<file path="config.mk">
export PLATFORM = sky130hd
export DESIGN_NAME = vload_unit
export DESIGN_NICKNAME = d
export VERILOG_FILES = /design/src/rtl/vload_pkg.sv /design/src/rtl/vload_bank_timers.sv /design/src/rtl/vload_addr_gen.sv /design/src/rtl/vload_writeback.sv /design/src/rtl/vload_unit.sv
export SDC_FILE = /design/constraint.sdc
export NUM_CORES = 1
export LEC_CHECK = 0
export BUFFER_PORTS_ARGS = -buffer_cell sky130_fd_sc_hd__buf_2
export CAP_MARGIN = 30
export CORE_ASPECT_RATIO = 2
export CORE_UTILIZATION = 50
export DETAILED_ROUTE_END_ITERATION = 8
export PLACE_DENSITY = 0.84
export SLEW_MARGIN = 20
export SYNTH_ARGS = -nofsm -noshare
export SYNTH_HDL_FRONTEND = slang
export SYNTH_SLANG_ARGS = --single-unit
export TNS_END_PERCENT = 5
</file>
<file path="constraint.sdc">
create_clock -name clk -period 4.5 [get_ports clk]
set_clock_uncertainty 0.05 [all_clocks]
set_input_delay 0.675 -clock clk [delete_from_list [all_inputs] [get_ports clk]]
set_output_delay 0.675 -clock clk [all_outputs]
set_load 0.1 [all_outputs]
</file>
<file path="src/rtl/vload_pkg.sv">
package vload_pkg;
   typedef enum logic {
      VL_IDLE = 1'b0,
      VL_RUN  = 1'b1
   } vl_state_e;

   function automatic bit is_pow2(input int unsigned v);
      return (v != 0) && ((v & (v - 1)) == 0);
   endfunction
endpackage

</file>
<file path="src/rtl/vload_bank_timers.sv">
module vload_bank_timers #(
   parameter int NBANKS   = 16,
   parameter int BUSY_CYC = 4,
   localparam int BANK_W  = $clog2(NBANKS)
) (
   input  logic              clk,
   input  logic              rst_n,
   input  logic              issue,
   input  logic [BANK_W-1:0] issue_bank,
   output logic [NBANKS-1:0] bank_busy
);
   if (BUSY_CYC <= 1) begin : g_no_timer
      assign bank_busy = '0;
   end else begin : g_timer
      localparam int CW = $clog2(BUSY_CYC);
      for (genvar b = 0; b < NBANKS; b++) begin : g_bank
         logic [CW-1:0] cnt_q;
         always_ff @(posedge clk) begin
            if (!rst_n)
               cnt_q <= '0;
            else if (issue && (issue_bank == BANK_W'(b)))
               cnt_q <= CW'(BUSY_CYC - 1);
            else if (cnt_q != '0)
               cnt_q <= cnt_q - 1'b1;
         end
         assign bank_busy[b] = (cnt_q != '0);
      end
   end
endmodule

</file>
<file path="src/rtl/vload_addr_gen.sv">
module vload_addr_gen #(
   parameter int ADDR_W  = 24,
   parameter int NBANKS  = 16,
   parameter int LEN_W   = 7,
   localparam int BANK_W = $clog2(NBANKS)
) (
   input  logic              clk,
   input  logic              rst_n,
   input  logic              load,
   input  logic [ADDR_W-1:0] base,
   input  logic [ADDR_W-1:0] stride,
   input  logic [LEN_W-1:0]  len,
   input  logic [NBANKS-1:0] bank_busy,
   output logic              req_valid,
   output logic [BANK_W-1:0] req_bank,
   output logic [ADDR_W-1:0] req_addr
);
   logic [ADDR_W-1:0] cur_q, stride_q;
   logic [LEN_W-1:0]  left_q;

   assign req_addr  = cur_q;
   assign req_bank  = cur_q[BANK_W-1:0];
   assign req_valid = (left_q != '0) && !bank_busy[req_bank];

   always_ff @(posedge clk) begin
      if (!rst_n) begin
         cur_q    <= '0;
         stride_q <= '0;
         left_q   <= '0;
      end else if (load) begin
         cur_q    <= base;
         stride_q <= stride;
         left_q   <= len;
      end else if (req_valid) begin
         cur_q    <= cur_q + stride_q;
         left_q   <= left_q - 1'b1;
      end
   end
endmodule

</file>
<file path="src/rtl/vload_writeback.sv">
module vload_writeback #(
   parameter int WORD_W  = 64,
   parameter int MAXVL   = 64,
   parameter int NVREG   = 8,
   parameter int LEN_W   = 7,
   localparam int IDX_W  = $clog2(MAXVL),
   localparam int SEL_W  = $clog2(NVREG)
) (
   input  logic              clk,
   input  logic              rst_n,
   input  logic              load,
   input  logic              load_empty,
   input  logic [LEN_W-1:0]  len,
   input  logic [SEL_W-1:0]  vd,
   input  logic              rsp_valid,
   input  logic [WORD_W-1:0] rsp_data,
   output logic              vr_we,
   output logic [SEL_W-1:0]  vr_sel,
   output logic [IDX_W-1:0]  vr_idx,
   output logic [WORD_W-1:0] vr_data,
   output logic              done
);
   logic [LEN_W-1:0] cnt_q, len_q;
   logic [SEL_W-1:0] vd_q;
   logic             run_q, done_q;
   logic             last_wr;

   assign vr_we   = run_q && rsp_valid;
   assign vr_sel  = vd_q;
   assign vr_idx  = cnt_q[IDX_W-1:0];
   assign vr_data = rsp_data;
   assign done    = done_q;
   assign last_wr = vr_we && (cnt_q == len_q - 1'b1);

   always_ff @(posedge clk) begin
      if (!rst_n) begin
         cnt_q  <= '0;
         len_q  <= '0;
         vd_q   <= '0;
         run_q  <= 1'b0;
         done_q <= 1'b0;
      end else begin
         done_q <= last_wr || load_empty;
         if (load) begin
            cnt_q <= '0;
            len_q <= len;
            vd_q  <= vd;
            run_q <= 1'b1;
         end else if (vr_we) begin
            cnt_q <= cnt_q + 1'b1;
            if (last_wr) run_q <= 1'b0;
         end
      end
   end
endmodule

</file>
<file path="src/rtl/vload_unit.sv">
module vload_unit #(
   parameter int ADDR_W   = 24,
   parameter int WORD_W   = 64,
   parameter int NBANKS   = 16,
   parameter int BUSY_CYC = 4,
   parameter int MAXVL    = 64,
   parameter int NVREG    = 8,
   parameter int LEN_IN_W = 8,
   localparam int BANK_W  = $clog2(NBANKS),
   localparam int LEN_W   = $clog2(MAXVL + 1),
   localparam int IDX_W   = $clog2(MAXVL),
   localparam int SEL_W   = $clog2(NVREG)
) (
   input  logic                clk,
   input  logic                rst_n,
   input  logic                start,
   input  logic [ADDR_W-1:0]   start_base,
   input  logic [ADDR_W-1:0]   start_stride,
   input  logic [LEN_IN_W-1:0] start_len,
   input  logic [SEL_W-1:0]    start_vd,
   output logic                mem_req_valid,
   output logic [BANK_W-1:0]   mem_req_bank,
   output logic [ADDR_W-1:0]   mem_req_addr,
   input  logic                mem_rsp_valid,
   input  logic [WORD_W-1:0]   mem_rsp_data,
   output logic                vr_we,
   output logic [SEL_W-1:0]    vr_sel,
   output logic [IDX_W-1:0]    vr_idx,
   output logic [WORD_W-1:0]   vr_data,
   output logic                done
);
   import vload_pkg::*;

   if (!is_pow2(NBANKS)) begin : g_bad_banks
      $error("NBANKS must be a power of two");
   end
   if (!is_pow2(MAXVL)) begin : g_bad_vl
      $error("MAXVL must be a power of two");
   end
   if (LEN_IN_W < LEN_W) begin : g_bad_len
      $error("LEN_IN_W too narrow for MAXVL");
   end
   if (BANK_W > ADDR_W) begin : g_bad_addr
      $error("ADDR_W narrower than bank index");
   end

   vl_state_e        state_q;
   logic             accept, load_run, load_empty;
   logic [LEN_W-1:0] len_c;
   logic [NBANKS-1:0] bank_busy;

   assign accept     = start && (state_q == VL_IDLE);
   assign len_c      = (start_len > LEN_IN_W'(MAXVL)) ? LEN_W'(MAXVL)
                                                       : start_len[LEN_W-1:0];
   assign load_run   = accept && (len_c != '0);
   assign load_empty = accept && (len_c == '0);

   always_ff @(posedge clk) begin
      if (!rst_n)
         state_q <= VL_IDLE;
      else if (load_run)
         state_q <= VL_RUN;
      else if (done)
         state_q <= VL_IDLE;
   end

   vload_bank_timers #(.NBANKS(NBANKS), .BUSY_CYC(BUSY_CYC)) u_timers (
      .clk        (clk),
      .rst_n      (rst_n),
      .issue      (mem_req_valid),
      .issue_bank (mem_req_bank),
      .bank_busy  (bank_busy)
   );

   vload_addr_gen #(.ADDR_W(ADDR_W), .NBANKS(NBANKS), .LEN_W(LEN_W)) u_agen (
      .clk       (clk),
      .rst_n     (rst_n),
      .load      (load_run),
      .base      (start_base),
      .stride    (start_stride),
      .len       (len_c),
      .bank_busy (bank_busy),
      .req_valid (mem_req_valid),
      .req_bank  (mem_req_bank),
      .req_addr  (mem_req_addr)
   );

   vload_writeback #(.WORD_W(WORD_W), .MAXVL(MAXVL), .NVREG(NVREG), .LEN_W(LEN_W)) u_wb (
      .clk        (clk),
      .rst_n      (rst_n),
      .load       (load_run),
      .load_empty (load_empty),
      .len        (len_c),
      .vd         (start_vd),
      .rsp_valid  (mem_rsp_valid),
      .rsp_data   (mem_rsp_data),
      .vr_we      (vr_we),
      .vr_sel     (vr_sel),
      .vr_idx     (vr_idx),
      .vr_data    (vr_data),
      .done       (done)
   );
endmodule

</file>
After elaboration in Yosys (flattened, before gate mapping). Cells that the tools add are included.

Logic and storage cells: 175. Register bits: 107. Output and inout port bits: 104.

$add $sub $neg: 20. Order comparisons: 2. Equality and inequality tests: 16. Bitwise gates (word level): 2. Reduce and logical (&&, ||, !) cells: 66. Mux-type cells: 44.

Operators with widths (count): 2-bit nonzero test (36); 2-bit 2-to-1 mux (32); 24-bit 2-to-1 mux (2); 4-bit == test (second input constant) (8); 2-bit by 1-bit subtractor with 2-bit output (second input constant) (16); 24-bit adder (1); 1-bit logical AND (22); 7-bit 2-to-1 mux (3); 4-bit by 3-bit == test with 1-bit output (second input constant) (4); 7-bit nonzero test (2); 7-bit by 1-bit subtractor with 7-bit output (second input constant) (2); 4-bit by 2-bit == test with 1-bit output (second input constant) (2); 8-bit by 7-bit greater-than comparator with 1-bit output (second input constant) (1); 7-bit by 1-bit adder with 7-bit output (second input constant) (1); 7-bit == test (1); 7-bit zero test (1); 1-bit 2-to-1 mux (6); 4-bit by 5-bit less-than comparator with 1-bit output (second input constant) (1); 1-bit binary-select mux with 4-bit select (1); 4-bit by 1-bit == test with 1-bit output (second input constant) (1); 4-bit zero test (1); 1-bit inverter (2); 2-bit AND reduction (1); 2-bit OR reduction (1); 2 further kinds (2).

Logic depth before layout (Yosys ltp).
Word-level depth: 7. Gate-level depth with buffers: 10. Depth with buffers taken out: 10.

Cells and area by module. From an unflattened synthesis, not the netlist that was laid out.

Cell total of the unflattened synthesis: 821. Area total of the unflattened synthesis: 6960.4 um2.

By module, submodules not included: vload_addr_gen (sequential area each 1101.1 um2, cells an instance 433, times used 1, area each 3648.5 um2); vload_bank_timers (sequential area each 640.6 um2, cells an instance 190, times used 1, area each 1684.1 um2); vload_writeback (sequential area each 380.4 um2, cells an instance 181, times used 1, area each 1498.9 um2); vload_unit (sequential area each 20.0 um2, cells an instance 17, times used 1, area each 128.9 um2).

Least setup slack after synthesis. Ideal clock, no wire load.

Path kind: register to output. Start: register u_agen.cur_q[0] (netlist: u_agen.req_addr[0]). End: output port mem_req_valid. Path slack: 1188 ps. Stages on the path, launching flop included: 7. Data arrival time: 2587 ps. Cell sequence: dfxtp_1 -> buf_6 -> mux4_2 -> mux2_2 -> a32oi_4 -> inv_4 -> buf_6.

Longest elaborated chain between the ends: 4.

RTL lines: start, declared (line vload_addr_gen.sv:18) `logic [ADDR_W-1:0] cur_q, stride_q;`; start signal, assigned (line vload_addr_gen.sv:31) `cur_q <= base;`; start signal, assigned (line vload_addr_gen.sv:35) `cur_q <= cur_q + stride_q;`; 1-bit binary-select mux with 4-bit select (line vload_addr_gen.sv:23) `assign req_valid = (left_q != '0) && !bank_busy[req_bank];`; 1-bit 2-to-1 mux (implied by the code) (line vload_addr_gen.sv:23); 1-bit zero test (line vload_addr_gen.sv:23); 1-bit logical AND (line vload_addr_gen.sv:23); end, declared (line vload_unit.sv:21) `output logic mem_req_valid,`.

No other way between the ends. The select of a mux whose other input is x is not followed.

Worst setup path in the final report. Same ends and word-level chain as after synthesis.

==> metrics.md <==
| Metric | Value |
|---|---|
| Per-cell routed wire length | 17.1 um |
| Clk buf depth | 2 |
| Root Buffer | clkbuf_16 |
| Crit. End Element | primary output |
| Min cycle time layout | 3810 ps |
| Cells along the critical path | mux4_1 > mux2_2 > a32oi_4 > buf_4 > inv_4 > buf_2 |
| Maximum VDD drop | 0.483 mV |
| Die height | 169 um |
| DP Area | 6930 um2 |
| Tcrit/Tclk final | 84.7% |
| Worst skew pair latency | 360 ps |
| CTS H-tree lvls | 3 |
| Post-synthesis async set-or-reset flop share | 0% |
| Layout area overhead | 4.87% |
| Post-synth cell types | 59 |
| Sink Count | 107 |
| Total grt overflow | 0 |
| R2r setup slk | 1400 ps |
| Warnings from Yosys | 0 |
| Routed vias | 6009 |
| Crit path required time | 3770 ps |
| Post-Syn Nets | 1014 |
| Vias in the first global route | 5884 |
| Final hold viol count | 0 |
| P_leak | 3.13 nW |
| Peak Freq | 262 MHz |
| WL final | 17200 um |
| CP top delay family | multiplexers |
| Adder-Cell Fraction of Synth Area | 7.87% |
| PwrDens | 673 nW/um2 |
| Fillers | 1254 |
| DR WL met3 | 1030 um |
| Vias/cell | 5.96 |
| DIE AREA | 14400 um2 |
| Worst Path Max Fanout | 34 |
| Max incr delay on CP | 650 ps |
| Hold WS | 417 ps |
| Initial Util | 51.3% |
| GRT Overall Usage | 24.0% |
| Post-Syn Instances | 844 |
| TNS Setup | 0 ps |
| Final Util | 53.8% |
| DR WL met2 | 8880 um |
| Antenna-violating nets left | 0 |
| Input/output buffers | 102 |
| Ys flop type | dfxtp_1 |
| CP Buf/Inv Count | 3 |
| Crit Reg-Reg Endpoint | u_agen.req_addr[16] |
| Post-Syn Area | 6940 um2 |
| Hold Crit Class | flip-flop to flip-flop |
| Final Max Slew Viols | 0 |
| Met1 WL | 6000 um |
| Syn Area/Cell | 8.22 um2 |
| Max_cap viols | 0 |
| Design Area, Final | 7270 um2 |
| EDFF count, synth | 0 |
| Synth Area in Compound Gates | 20.6% |
| Highest-count cells in the layout ignoring fill and taps | 117 x nand2_1, 107 x dfxtp_1, 102 x buf_2, 42 x inv_1, 42 x ha_1 |
| Slew margin rel. | 46.9% |
| Gpl congestion | 0.938 |
| Critical R2R Launch | u_agen.req_addr[0] |
| Sequential fraction of the synthesis area | 30.9% |
| DR top layer | met4 |
| Most common cell after layout, fill and taps aside | nand2_1 |
| Critical path depth | 6 |
| Hold path start | u_wb.vr_sel[2] |
| Die width | 85.3 um |
| Post-synthesis mux area share | 4.76% |
| # DRC | 0 |
| Core Area | 13500 um2 |
| Slowest CP cell | dfxtp_1 |
| Worst setup path class | flip-flop to primary output |
| Row Count | 60 |
| Final Total Pwr | 4.90 mW |
| Largest family of logic cells by synthesized area | compound AO/OA/AOI/OAI gates |
| Initial antenna violation count | 0 |
| Largest net degree at the start of global routing | 50 |
| WP data arrival | 3090 ps |
| Setup-failing EPs final | 0 |
| Post-CTS Setup Bufs | 0 |
| Share of cells above drive strength 1 | 16.5% |
| Critical Path Source Type | flip-flop |
| Ports | 231 |
| Critical path launch point | u_agen.req_addr[0] |
| DRT iter0 DRCs | 389 |
| CTS tree | done |
| Synth Area in Simple Gates | 16.7% |
| Status | finished clean |
| CTS Hold Bufs | 0 |
| Unrepaired setup endpoints after global routing | false |
| Worst Max-Slew Pin Slew | 797 ps |
| Clock Pin Slew Worst Setup and Hold Paths | 80 ps |
| Drt pass-1 iters | 5 |
| HPWL after DPL | 12700 um |
| CP Capture Point | mem_req_valid |
| Synthesized flop and latch total | 107 |
| Reg2reg path depth | 8 |
| CTS buffer count | 9 |
| First-pass GRT wire length | 27400 um |
| CTS resizes | 0 |
| Synth Area in XOR/XNOR | 5.94% |
| Number of diodes | 0 |
| Final nets | 1019 |
per-stage QoR:
step | cells | setup slack [ps]
finish | 1009 | 690
global route | 1009 | 559
CTS | 1008 | 696
detailed placement | 992 | 1100
global placement | 992 | 1140
floorplan | 844 | 1190
how the worst min path moves through the flow:
stage	depth (start not counted)	slack [ps]	endpoint
finish	2	420	u_wb.vr_sel[2]
global route	2	450	u_agen.stride_q[2]
CTS	2	420	u_wb.vr_sel[2]
detailed placement	2	410	u_wb.vr_sel[2]
global placement	2	400	u_wb.vr_sel[2]
floorplan	2	400	u_agen.stride_q[0]
worst register-to-register path, delay by kind of cell (launching register included):
| kind | cells | cell delay (ps) |
|---|---|---|
| and+or+nand+nor | 1 | 390 |
| muxes | 2 | 960 |
| AOI/OAI and AO/OA | 3 | 340 |
| buffers and inverters | 2 | 590 |
| DFF | 1 | 650 |
cell type report:
class	count	area [um2]	area share, %
timing repair buffer	109	583	8.02
multi-input combinational	579	3880	53.3
tap	155	194	2.67
clock inverter	7	86.3	1.19
inverter	43	164	2.25
sequential	107	2140	29.5
clock buffer	9	225	3.10
state kept, by name, indices dropped and copies added, names as in the netlist:
name                           cells
u_timers.g_timer.g_bank.cnt_q     32
u_agen.req_addr                   24
u_agen.stride_q                   24
u_agen.left_q                      7
u_wb.cnt_q                         7
u_wb.len_q                         7
u_wb.vr_sel                        3
state_q                            1
u_wb.done                          1
u_wb.run_q                         1
power by group:
part           switching (mW)  total (mW)  leakage, nW  internal (mW)
Sequential              0.186        1.37        0.882           1.18
Combinational            1.80        2.70         2.10          0.902
Clock                   0.389       0.830        0.147          0.442
Total                    2.37        4.90         3.13           2.53
logic make-up after synthesis:
family / count (synthesis)
flops: 107
buf+inv: 158
xor+xnor: 47
compound gates: 208
simple gates: 253
mux: 28
fa+ha+maj: 43
routing by layer:
layer	vias to the layer above	track usage [%]
met1	2810	23.4
met2	220	43.7
met4	0	19.9
li1	2867	-
met3	112	3.75
met5	-	0
synthesized netlist by cell type, types with 12 or more instances:
| library cell | instances | area [um2] |
|---|---|---|
| buf_4 | 76 | 571 |
| nand2_1 | 118 | 443 |
| o21a_1 | 31 | 233 |
| dfxtp_1 | 107 | 2140 |
| inv_1 | 42 | 158 |
| o21ai_0 | 33 | 165 |
| mux2i_1 | 18 | 180 |
| o211ai_1 | 17 | 128 |
| nor2_1 | 40 | 150 |
| clkbuf_1 | 29 | 109 |
| xor2_1 | 20 | 175 |
| a21boi_0 | 41 | 308 |
| nor3_1 | 12 | 60.1 |
| a21oi_1 | 39 | 195 |
| ha_1 | 42 | 526 |
| nand3_1 | 26 | 130 |
| nand4_1 | 13 | 81.3 |
| xnor2_1 | 27 | 236 |
Note: power is estimated with default switching activity, not from simulation.
